[src/rtl/i2c_cmd_pkg.sv]
package i2c_cmd_pkg;

  typedef enum logic [2:0] {
    ST_IDLE,
    ST_START,
    ST_TX,
    ST_RX,
    ST_STOP
  } bus_st_e;

  typedef enum logic [2:0] {
    SQ_ADDR_W,
    SQ_REG,
    SQ_DATA,
    SQ_ADDR_R,
    SQ_READ
  } seq_e;

  typedef struct packed {
    logic       rd;
    logic [6:0] dev;
    logic [7:0] idx;
    logic [7:0] wdat;
  } cmd_t;

endpackage

[src/rtl/i2c_qtick.sv]
module i2c_qtick #(
  parameter int unsigned QTR_CYC = 250
) (
  input  logic clk,
  input  logic rst_n,
  input  logic run,
  output logic tick
);

  localparam int unsigned CW = (QTR_CYC > 1) ? $clog2(QTR_CYC) : 1;
  localparam logic [CW-1:0] LAST = CW'(QTR_CYC - 1);

  logic [CW-1:0] cnt_q, cnt_d;

  always_comb begin
    if (!run || cnt_q == LAST) cnt_d = '0;
    else                       cnt_d = cnt_q + {{(CW-1){1'b0}}, 1'b1};
  end

  always_ff @(posedge clk or negedge rst_n) begin
    if (!rst_n) cnt_q <= '0;
    else        cnt_q <= cnt_d;
  end

  assign tick = run && (cnt_q == LAST);

  generate
    if (QTR_CYC > 1) begin : g_gap_chk
      // quarter ticks never come back to back
      a_r3_tick_gap: assert property (@(posedge clk) disable iff (!rst_n)
        tick |=> !tick);
    end
  endgenerate

endmodule

[src/rtl/i2c_cmd_lanes.sv]
module i2c_cmd_lanes
  import i2c_cmd_pkg::*;
(
  input  logic       clk,
  input  logic       rst_n,
  input  logic       wr_en,
  input  logic [1:0] wr_lane,
  input  logic [7:0] wr_byte,
  input  logic       busy,
  output cmd_t       cmd,
  output logic       launch
);

  logic       dir_q, dir_d;
  logic [6:0] dev_q, dev_d;
  logic [7:0] idx_q, idx_d;

  always_comb begin
    dir_d = dir_q;
    dev_d = dev_q;
    idx_d = idx_q;
    if (wr_en) begin
      case (wr_lane)
        2'd3:    dir_d = wr_byte[7];
        2'd2:    dev_d = wr_byte[6:0];
        2'd1:    idx_d = wr_byte;
        default: ;
      endcase
    end
  end

  always_ff @(posedge clk or negedge rst_n) begin
    if (!rst_n) begin
      dir_q <= 1'b0;
      dev_q <= '0;
      idx_q <= '0;
    end else begin
      dir_q <= dir_d;
      dev_q <= dev_d;
      idx_q <= idx_d;
    end
  end

  assign launch   = wr_en && (wr_lane == 2'd0) && !busy;
  assign cmd.rd   = dir_q;
  assign cmd.dev  = dev_q;
  assign cmd.idx  = idx_q;
  assign cmd.wdat = wr_byte;

endmodule

[src/rtl/i2c_seq_engine.sv]
module i2c_seq_engine
  import i2c_cmd_pkg::*;
(
  input  logic       clk,
  input  logic       rst_n,
  input  logic       tick,
  input  logic       launch,
  input  cmd_t       cmd,
  input  logic       sda_in,
  output logic       scl_low,
  output logic       sda_low,
  output logic       busy,
  output logic       done,
  output logic [7:0] rd_data,
  output logic       ack_err
);

  bus_st_e    st_q, st_d;
  seq_e       sq_q, sq_d;
  logic [1:0] q_q, q_d;
  logic [3:0] bit_q, bit_d;
  logic [7:0] sh_q, sh_d;
  cmd_t       cmd_q, cmd_d;
  logic       nack_q, nack_d;
  logic       err_q, err_d;
  logic [7:0] rd_q, rd_d;
  logic       done_q, done_d;
  logic       scl_q, scl_d;
  logic       sda_q, sda_d;
  logic       bitph_q, bitph_d;

  // sequencing, advanced once per quarter SCL period
  always_comb begin
    st_d   = st_q;
    sq_d   = sq_q;
    q_d    = q_q;
    bit_d  = bit_q;
    sh_d   = sh_q;
    cmd_d  = cmd_q;
    nack_d = nack_q;
    err_d  = err_q;
    rd_d   = rd_q;
    done_d = 1'b0;
    if (st_q == ST_IDLE) begin
      if (launch) begin
        cmd_d  = cmd;
        st_d   = ST_START;
        sq_d   = SQ_ADDR_W;
        q_d    = 2'd0;
        err_d  = 1'b0;
        nack_d = 1'b0;
      end
    end else if (tick) begin
      q_d = q_q + 2'd1;
      case (st_q)
        ST_START: begin
          if (q_q == 2'd3) begin
            st_d  = ST_TX;
            bit_d = 4'd0;
            sh_d  = {cmd_q.dev, (sq_q == SQ_ADDR_R)};
          end
        end
        ST_TX: begin
          if (q_q == 2'd2 && bit_q == 4'd8) nack_d = sda_in;
          if (q_q == 2'd3) begin
            if (bit_q != 4'd8) begin
              sh_d  = {sh_q[6:0], 1'b0};
              bit_d = bit_q + 4'd1;
            end else begin
              bit_d = 4'd0;
              if (nack_q) begin
                err_d = 1'b1;
                st_d  = ST_STOP;
              end else begin
                case (sq_q)
                  SQ_ADDR_W: begin
                    sq_d = SQ_REG;
                    sh_d = cmd_q.idx;
                  end
                  SQ_REG: begin
                    if (cmd_q.rd) begin
                      sq_d = SQ_ADDR_R;
                      st_d = ST_START;
                    end else begin
                      sq_d = SQ_DATA;
                      sh_d = cmd_q.wdat;
                    end
                  end
                  SQ_ADDR_R: begin
                    sq_d = SQ_READ;
                    st_d = ST_RX;
                  end
                  default: st_d = ST_STOP;
                endcase
              end
            end
          end
        end
        ST_RX: begin
          if (q_q == 2'd2 && bit_q != 4'd8) sh_d = {sh_q[6:0], sda_in};
          if (q_q == 2'd3) begin
            if (bit_q != 4'd8) begin
              bit_d = bit_q + 4'd1;
            end else begin
              bit_d = 4'd0;
              rd_d  = sh_q;
              st_d  = ST_STOP;
            end
          end
        end
        ST_STOP: begin
          if (q_q == 2'd3) begin
            st_d   = ST_IDLE;
            done_d = 1'b1;
          end
        end
        default: st_d = ST_IDLE;
      endcase
    end
  end

  // line levels per state and quarter (1 = pull low)
  always_comb begin
    scl_d   = 1'b0;
    sda_d   = 1'b0;
    bitph_d = (st_q == ST_TX) || (st_q == ST_RX);
    case (st_q)
      ST_START: begin
        case (q_q)
          2'd0:    begin scl_d = scl_q; sda_d = 1'b0; end
          2'd1:    begin scl_d = 1'b0;  sda_d = 1'b0; end
          2'd2:    begin scl_d = 1'b0;  sda_d = 1'b1; end
          default: begin scl_d = 1'b1;  sda_d = 1'b1; end
        endcase
      end
      ST_TX: begin
        scl_d = (q_q == 2'd0) || (q_q == 2'd3);
        sda_d = (bit_q != 4'd8) ? !sh_q[7] : 1'b0;
      end
      ST_RX: begin
        scl_d = (q_q == 2'd0) || (q_q == 2'd3);
        sda_d = 1'b0;
      end
      ST_STOP: begin
        case (q_q)
          2'd0:    begin scl_d = 1'b1; sda_d = 1'b1; end
          2'd1:    begin scl_d = 1'b0; sda_d = 1'b1; end
          default: begin scl_d = 1'b0; sda_d = 1'b0; end
        endcase
      end
      default: ;
    endcase
  end

  always_ff @(posedge clk or negedge rst_n) begin
    if (!rst_n) begin
      st_q    <= ST_IDLE;
      sq_q    <= SQ_ADDR_W;
      q_q     <= 2'd0;
      bit_q   <= 4'd0;
      sh_q    <= '0;
      cmd_q   <= '0;
      nack_q  <= 1'b0;
      err_q   <= 1'b0;
      rd_q    <= '0;
      done_q  <= 1'b0;
      scl_q   <= 1'b0;
      sda_q   <= 1'b0;
      bitph_q <= 1'b0;
    end else begin
      st_q    <= st_d;
      sq_q    <= sq_d;
      q_q     <= q_d;
      bit_q   <= bit_d;
      sh_q    <= sh_d;
      cmd_q   <= cmd_d;
      nack_q  <= nack_d;
      err_q   <= err_d;
      rd_q    <= rd_d;
      done_q  <= done_d;
      scl_q   <= scl_d;
      sda_q   <= sda_d;
      bitph_q <= bitph_d;
    end
  end

  assign scl_low = scl_q;
  assign sda_low = sda_q;
  assign busy    = (st_q != ST_IDLE);
  assign done    = done_q;
  assign rd_data = rd_q;
  assign ack_err = err_q;

  // inside data/ack bits SDA holds while SCL stays released
  a_r6_sda_hold_scl_high: assert property (@(posedge clk) disable iff (!rst_n)
    (bitph_q && $past(bitph_q) && !scl_q && $past(!scl_q)) |-> (sda_q == $past(sda_q)));

  // the master never pulls SDA while a byte is being received
  a_r5_rx_released: assert property (@(posedge clk) disable iff (!rst_n)
    (st_q == ST_RX) |-> !sda_q);

  // an acknowledge error leads straight into the stop sequence
  a_r7_err_to_stop: assert property (@(posedge clk) disable iff (!rst_n)
    $rose(err_q) |-> (st_q == ST_STOP));

  // done is one cycle wide and coincides with idle
  a_r8_done_single: assert property (@(posedge clk) disable iff (!rst_n)
    done |=> !done);
  a_r8_done_idle: assert property (@(posedge clk) disable iff (!rst_n)
    done |-> !busy);

endmodule

[src/rtl/i2c_cmd_master.sv]
module i2c_cmd_master
  import i2c_cmd_pkg::*;
#(
  parameter int unsigned CLK_HZ = 100_000_000,
  parameter int unsigned SCL_HZ = 100_000
) (
  input  logic       clk,
  input  logic       rst_n,
  input  logic       wr_en,
  input  logic [1:0] wr_lane,
  input  logic [7:0] wr_byte,
  input  logic       sda_in,
  output logic       scl_low,
  output logic       sda_low,
  output logic       busy,
  output logic       done,
  output logic [7:0] rd_data,
  output logic       ack_err
);

  localparam int unsigned QTR_CYC = CLK_HZ / (4 * SCL_HZ);

  logic [1:0] rst_sync_q;
  logic       core_rst_n;
  logic       tick;
  logic       launch;
  cmd_t       cmd;

  // asynchronous assert, synchronous release
  always_ff @(posedge clk or negedge rst_n) begin
    if (!rst_n) rst_sync_q <= 2'b00;
    else        rst_sync_q <= {rst_sync_q[0], 1'b1};
  end
  assign core_rst_n = rst_sync_q[1];

  i2c_qtick #(.QTR_CYC(QTR_CYC)) u_tick (
    .clk   (clk),
    .rst_n (core_rst_n),
    .run   (busy),
    .tick  (tick)
  );

  i2c_cmd_lanes u_lanes (
    .clk     (clk),
    .rst_n   (core_rst_n),
    .wr_en   (wr_en),
    .wr_lane (wr_lane),
    .wr_byte (wr_byte),
    .busy    (busy),
    .cmd     (cmd),
    .launch  (launch)
  );

  i2c_seq_engine u_eng (
    .clk     (clk),
    .rst_n   (core_rst_n),
    .tick    (tick),
    .launch  (launch),
    .cmd     (cmd),
    .sda_in  (sda_in),
    .scl_low (scl_low),
    .sda_low (sda_low),
    .busy    (busy),
    .done    (done),
    .rd_data (rd_data),
    .ack_err (ack_err)
  );

  // an accepted launch makes the block busy on the next cycle
  a_r2_launch_busy: assert property (@(posedge clk) disable iff (!core_rst_n)
    launch |=> busy);

  // no launch is produced while a transfer runs
  a_r9_busy_blocks: assert property (@(posedge clk) disable iff (!core_rst_n)
    busy |-> !launch);

endmodule

[config.mk]
export PLATFORM = sky130hd
export DESIGN_NAME = i2c_cmd_master
export DESIGN_NICKNAME = d
export VERILOG_FILES = /design/src/rtl/i2c_cmd_pkg.sv /design/src/rtl/i2c_qtick.sv /design/src/rtl/i2c_cmd_lanes.sv /design/src/rtl/i2c_seq_engine.sv /design/src/rtl/i2c_cmd_master.sv
export SDC_FILE = /design/constraint.sdc
export NUM_CORES = 1
export LEC_CHECK = 0
export BUFFER_PORTS_ARGS = -buffer_cell sky130_fd_sc_hd__buf_2
export CAP_MARGIN = 20
export CORE_MARGIN = 3
export CORE_UTILIZATION = 54
export CTS_BUF_LIST = sky130_fd_sc_hd__clkbuf_16
export DETAILED_ROUTE_END_ITERATION = 16
export PLACE_DENSITY = 0.79
export SYNTH_ARGS = -nofsm -noshare
export SYNTH_HDL_FRONTEND = slang
export SYNTH_SLANG_ARGS = --single-unit
[constraint.sdc]
create_clock -name clk -period 2.47 [get_ports clk]
set_clock_uncertainty 0.15 [all_clocks]
set_input_delay 0.247 -clock clk [delete_from_list [all_inputs] [get_ports clk]]
set_output_delay 0.247 -clock clk [all_outputs]
set_load 0.05 [all_outputs]
* Word-level counts from Yosys, hierarchy flattened *
Cells that the tools add are included.

operators by class
  bitwise logic cells = 2
  reduce and logical (&&, ||, !) cells = 37
  equal/unequal tests = 34
  $add $sub $neg = 3
  mux-type cells = 60

operators by type and width
  kind                                            number
  2-to-1 mux 8 bit                                7
  2-to-1 mux 3 bit                                18
  case mux 8 bit (3 select lines)                 1
  2-to-1 mux 1 bit                                20
  case mux 3 bit (3 select lines)                 2
  case mux 8 bit (2 select lines)                 1
  2-to-1 mux 4 bit                                3
  != test 3 x 1 -> 1 bit (second input constant)  4
  case mux 3 bit (4 select lines)                 1
  nonzero test 2 bit                              6
  != test 2 x 1 -> 1 bit (second input constant)  5
  AND reduction 10 bit                            1
  AND reduction 2 bit                             5
  AND reduction 5 bit                             2
  == test 3 x 2 -> 1 bit (second input constant)  3
  AND reduction 9 bit                             1
  adder 8 x 1 -> 8 bit (second input constant)    1
  == test 2 bit (second input constant)           4
  == test 8 bit (second input constant)           1
  != test 4 bit (second input constant)           2
  case mux 4 bit (2 select lines)                 1
  AND reduction 7 bit                             1
  == test 3 x 1 -> 1 bit (second input constant)  2
  logical NOT 3 bit                               2
  24 further kinds                                42

word-level totals
  register bits = 83
  output and inout port bits = 13
  input port bits = 14

* Logic depth before layout (Yosys ltp) *
  depth in word-level cells = 8
  depth in mapped cells = 8
  mapped depth without buffers = 7

* By module *
A second synthesis with hierarchy kept.

unflattened totals
  cell total of the unflattened synthesis = 391
  area, all modules = 4082.7 um2

modules (own cells, without submodules)
  module          cells an instance  area each (um2)  seq. area each (um2)  times used
  i2c_seq_engine  299                2884.0           1426.4                1
  i2c_cmd_lanes   45                 701.9            400.4                 1
  i2c_qtick       44                 442.9            200.2                 1
  i2c_cmd_master  3                  53.8             50.0                  1

* Worst setup path before layout *
No wires, ideal clock.

  path type = register to register
  start = register u_eng.st_q[2]
  end = register u_eng.st_q[2]
  data arrival time = 1.771 ns
  slack = 0.424 ns
  period minus slack after synthesis = 2.046 ns
  path buffers = 1
  cell stages (with the launch flop) = 8
  library setup time = 0.125 ns
  path through = dfrtp_1 buf_6 nor3_4 inv_2 or3_4 nand2_4 nand2_2 mux2_4

on the way
  longest elaborated chain between the ends = 5
  elaborated cells on any way between the ends = 23

RTL lines
  what                                     RTL line               RTL
  from (decl)                              i2c_seq_engine.sv:18   bus_st_e st_q, st_d;
  from (signal assigned)                   i2c_seq_engine.sv:171  st_q <= st_d;
  nonzero test 3 bit *                     i2c_seq_engine.sv:189  assign busy = (st_q != ST_IDLE);
  net busy                                 i2c_cmd_master.sv:15   output logic busy,
  logical NOT 1 bit                        i2c_cmd_lanes.sv:44    assign launch = wr_en && (wr_lane == 2'd0) && !busy;
  logical AND 1 bit                        i2c_cmd_lanes.sv:44
  != test 2 bit (no source line)           -
  AND reduction 10 bit (no source line) *  -

The timed path passes the listed nets; every way through them passes the cells marked *. The select of a mux whose other input is x is not followed.
A chain may end at the register's enable or synchronous reset.

* Final worst setup path *
  start = register u_eng.q_q[0]
  end = register u_eng.sh_q[0]

on the way
  longest elaborated chain between the ends = 4
  elaborated cells on any way between the ends = 7

RTL lines
  what                                     RTL line               RTL
  from (decl)                              i2c_seq_engine.sv:20   logic [1:0] q_q, q_d;
  from (signal assigned)                   i2c_seq_engine.sv:173  q_q <= q_d;
  == test 2 bit                            i2c_seq_engine.sv:100  if (q_q == 2'd2 && bit_q != 4'd8) sh_d = {sh_q[6:0], sda_in};
  logical AND 1 bit                        i2c_seq_engine.sv:100
  != test 2 x 1 -> 1 bit (no source line)  -
  AND reduction 9 bit (no source line) *   -
  to (signal assigned)                     i2c_seq_engine.sv:161  sh_q <= '0;
  to (signal assigned)                     i2c_seq_engine.sv:175  sh_q <= sh_d;
  to (decl)                                i2c_seq_engine.sv:22   logic [7:0] sh_q, sh_d;

Mark *: on every way between the ends. The rest lies on a longest branch, timed or not.

==> impl_metrics.tcl <==
set metrics [dict create \
    synthArstFlopShare 1.00 \
    total_leakage_power_nw 2.22 \
    fill_cells 566 \
    vias_per_cell 5.64 \
    place.port_buffers 26 \
    grt_pass1_wl_um 14000 \
    setup_viol 0 \
    period_needed_ns 2.26 \
    worst_ep_arrival_time_ns 2.32 \
    grt_max_degree 43 \
    h-tree-depth 3 \
    coreArea_um2 7020 \
    yosysWarnings 0 \
    grt_overflow 0 \
    cts_setup_buffers 0 \
    nNetsFinal 453 \
    clockRootBuffer "clkbuf_16" \
    first_iter_violations 215 \
    io-pin-count 27 \
    tightest_slew_ns 0.603 \
    routed_wl_um 8210 \
    start_kind "register" \
    regArea_um2 2080 \
    multi_input_area_um2 1810 \
    dpl.hpwl_um 5530 \
    synthTopCellsByArea "dfrtp_1, mux2_2, nand2_1" \
    die-area_um2 8520 \
    drt-pass1-iter-count 6 \
    synth_top_area_frac 0.516 \
    ys_seq_area_frac 0.516 \
    cts.sinks 83 \
    ant_nets 0 \
    path_max_fanout 10 \
    cts_resized 0 \
    critPathKind "register to register" \
    drive_gt1_frac 0.232 \
    rsz0062_at_grt "no" \
    numCtsBuffers 9 \
    place_congestion 0.904 \
    area_delta_synth_final_pct 15.4 \
    worstPathRequired_ns 2.53 \
    maxSlewHeadroom 0.595 \
    ys_ff_latch 83 \
    syn_nets 414 \
    synth_edf_count 0 \
    cellPowerDensity_nw_per_um2 625 \
    grt_pass1_vias 2857 \
    fp.dieW_um 92.3 \
    clock.fmax_ghz 0.443 \
    grt_util_all_layers 0.206 \
    drc 0 \
    p_total_mw 2.90 \
    cts_buffer_depth 2 \
    synth_area_um2 4020 \
    ys_types 53 \
    holdBufCountCts 7 \
    syn_inst 392 \
    end_kind "register" \
    antenna_found_initial 0 \
    vias 2999 \
    drv_cap 0 \
    min_period_over_period 0.915 \
    die_h_um 92.3 \
    finalMaxSlewViolations 0 \
    clkLatencyLatePin_ns 0.33 \
    min_path_type "primary input to register" \
    status "finished, final reports clean" \
    wl_per_cell_um 15.4 \
    cts_tree "yes" \
    yosysTopAreaCell "dfrtp_1" \
    peakVddDrop_mv 0.409 \
    initial_core_util 0.573 \
    diodes 0 \
    synthFlopType "dfrtp_1" \
    syn_area_per_cell_um2 10.3 \
    rows 30 \
    hold_viol_final 0 \
    setup-tns-final_ns 0 \
    clkTransAtPathRegs_ns 0.06 \
]
-- cell usage in the layout (no fill, tap or decap), types with 7 or more instances in the layout --
cell / Yosys / final
a211oi_1: 7 / 7
a21oi_1: 9 / 9
buf_2: 8 / 26
buf_4: 0 / 10
clkbuf_16: 0 / 9
dfrtp_1: 83 / 82
dlygate4sd3_1: 0 / 7
ha_1: 8 / 8
inv_1: 11 / 11
mux2_2: 34 / 34
nand2_1: 89 / 89
nand3_1: 14 / 14
nor2_1: 20 / 20
nor2b_1: 10 / 10
o21ai_0: 27 / 27
-- routing by layer --
layer  up-vias  share of wire  global-route usage  routed length [µm]
li1       1437              -                   -                   -
met1      1459           0.46               0.290                3800
met2        85           0.47               0.322                3850
met3        18          0.047              0.0341                 389
met4         0          0.020              0.0780                 164
met5         -              0                   0                   0
-- cell usage after synthesis (3+ instances only) --
| master | number |
|---|---|
| a31oi_1 | 4 |
| inv_1 | 11 |
| buf_6 | 3 |
| dfrtp_1 | 83 |
| mux2_2 | 34 |
| nand2b_1 | 4 |
| nor2b_1 | 10 |
| and3_1 | 3 |
| nand3b_1 | 4 |
| nand2_1 | 89 |
| nor3_1 | 3 |
| clkbuf_1 | 5 |
| a21oi_1 | 9 |
| xnor2_1 | 3 |
| nor2_1 | 20 |
| xor2_1 | 3 |
| ha_1 | 8 |
| o21ai_0 | 27 |
| nand3_1 | 14 |
| buf_2 | 8 |
| a211oi_1 | 7 |
-- cells by family after synthesis --
family / count (synthesis) / synth area share
compound gates: 62 / 0.103
xor+xnor: 6 / 0.0131
fa+ha+maj: 8 / 0.0249
buf+inv: 28 / 0.0342
flops: 83 / 0.516
mux: 37 / 0.104
other cells: 1 / 0.000933
simple gates: 167 / 0.203
-- state kept, by name, summed over array words and instances, names as in the netlist, 2 cells and up --
name and count:
u_eng.sq_q 3, u_eng.sh_q 8, u_eng.q_q 2, u_eng.st_q 3
u_lanes.dev_q 7, u_eng.rd_data 8, rst_sync_q 2, u_eng.cmd_q 24
u_eng.bit_q 4, u_tick.cnt_q 8, u_lanes.idx_q 8
-- where the power goes --
| part | leakage, nW | switching (mW) | internal (mW) |
|---|---|---|---|
| clock | 0.139 | 0.535 | 0.779 |
| combinational | 1.02 | 0.0511 | 0.0686 |
| sequential | 1.06 | 0.0438 | 1.42 |
| total | 2.22 | 0.630 | 2.27 |
-- final cells by class --
| class | count | share of cell area |
|---|---|---|
| Inverter | 12 | 0.00971 |
| Multi-Input combinational cell | 281 | 0.389 |
| Clock inverter | 7 | 0.0146 |
| Tap cell | 96 | 0.0259 |
| Sequential cell | 83 | 0.448 |
| Timing Repair Buffer | 44 | 0.0636 |
| Clock buffer | 9 | 0.0485 |
-- through the flow --
stage               utilization  hold slack, ns  instance area [µm²]  setup WS (ns)  cells
floorplan                     -          -0.199                 4020          0.424    392
global placement          0.609          -0.118                 4280          0.353    509
detailed placement        0.609          -0.115                 4280          0.289    509
CTS                       0.661        0.000186                 4640          0.231    532
global route              0.661          0.0303                 4640         0.0459    532
finish                    0.661         0.00987                 4640          0.210    532
-- critical path, stage by stage (launching register included) --
cell and delay [ns]:
dfrtp_1 0.45, ha_1 0.41, mux2i_1 0.19, a2111oi_4 0.43, o31ai_4 0.20, mux2_2 0.32
-- path summary, 6_finish.rpt --
path	slack (ns)	cells after the start	start	to
min	0.01	3	wr_byte[1]	u_eng.cmd_q[1]
min reg2reg	0.18	0	rst_sync_q[1]	u_lanes.dev_q[0]
max in group asynchronous	1.38	1	rst_sync_q[1]	u_eng.rd_data[7]
max	0.21	5	u_eng.q_q[0]	u_eng.sh_q[0]
max reg2reg	0.21	5	u_eng.q_q[0]	u_eng.sh_q[0]
min in group asynchronous	0.06	2	rst_n	rst_sync_q[0]
(Power assumes the default switching activity.)
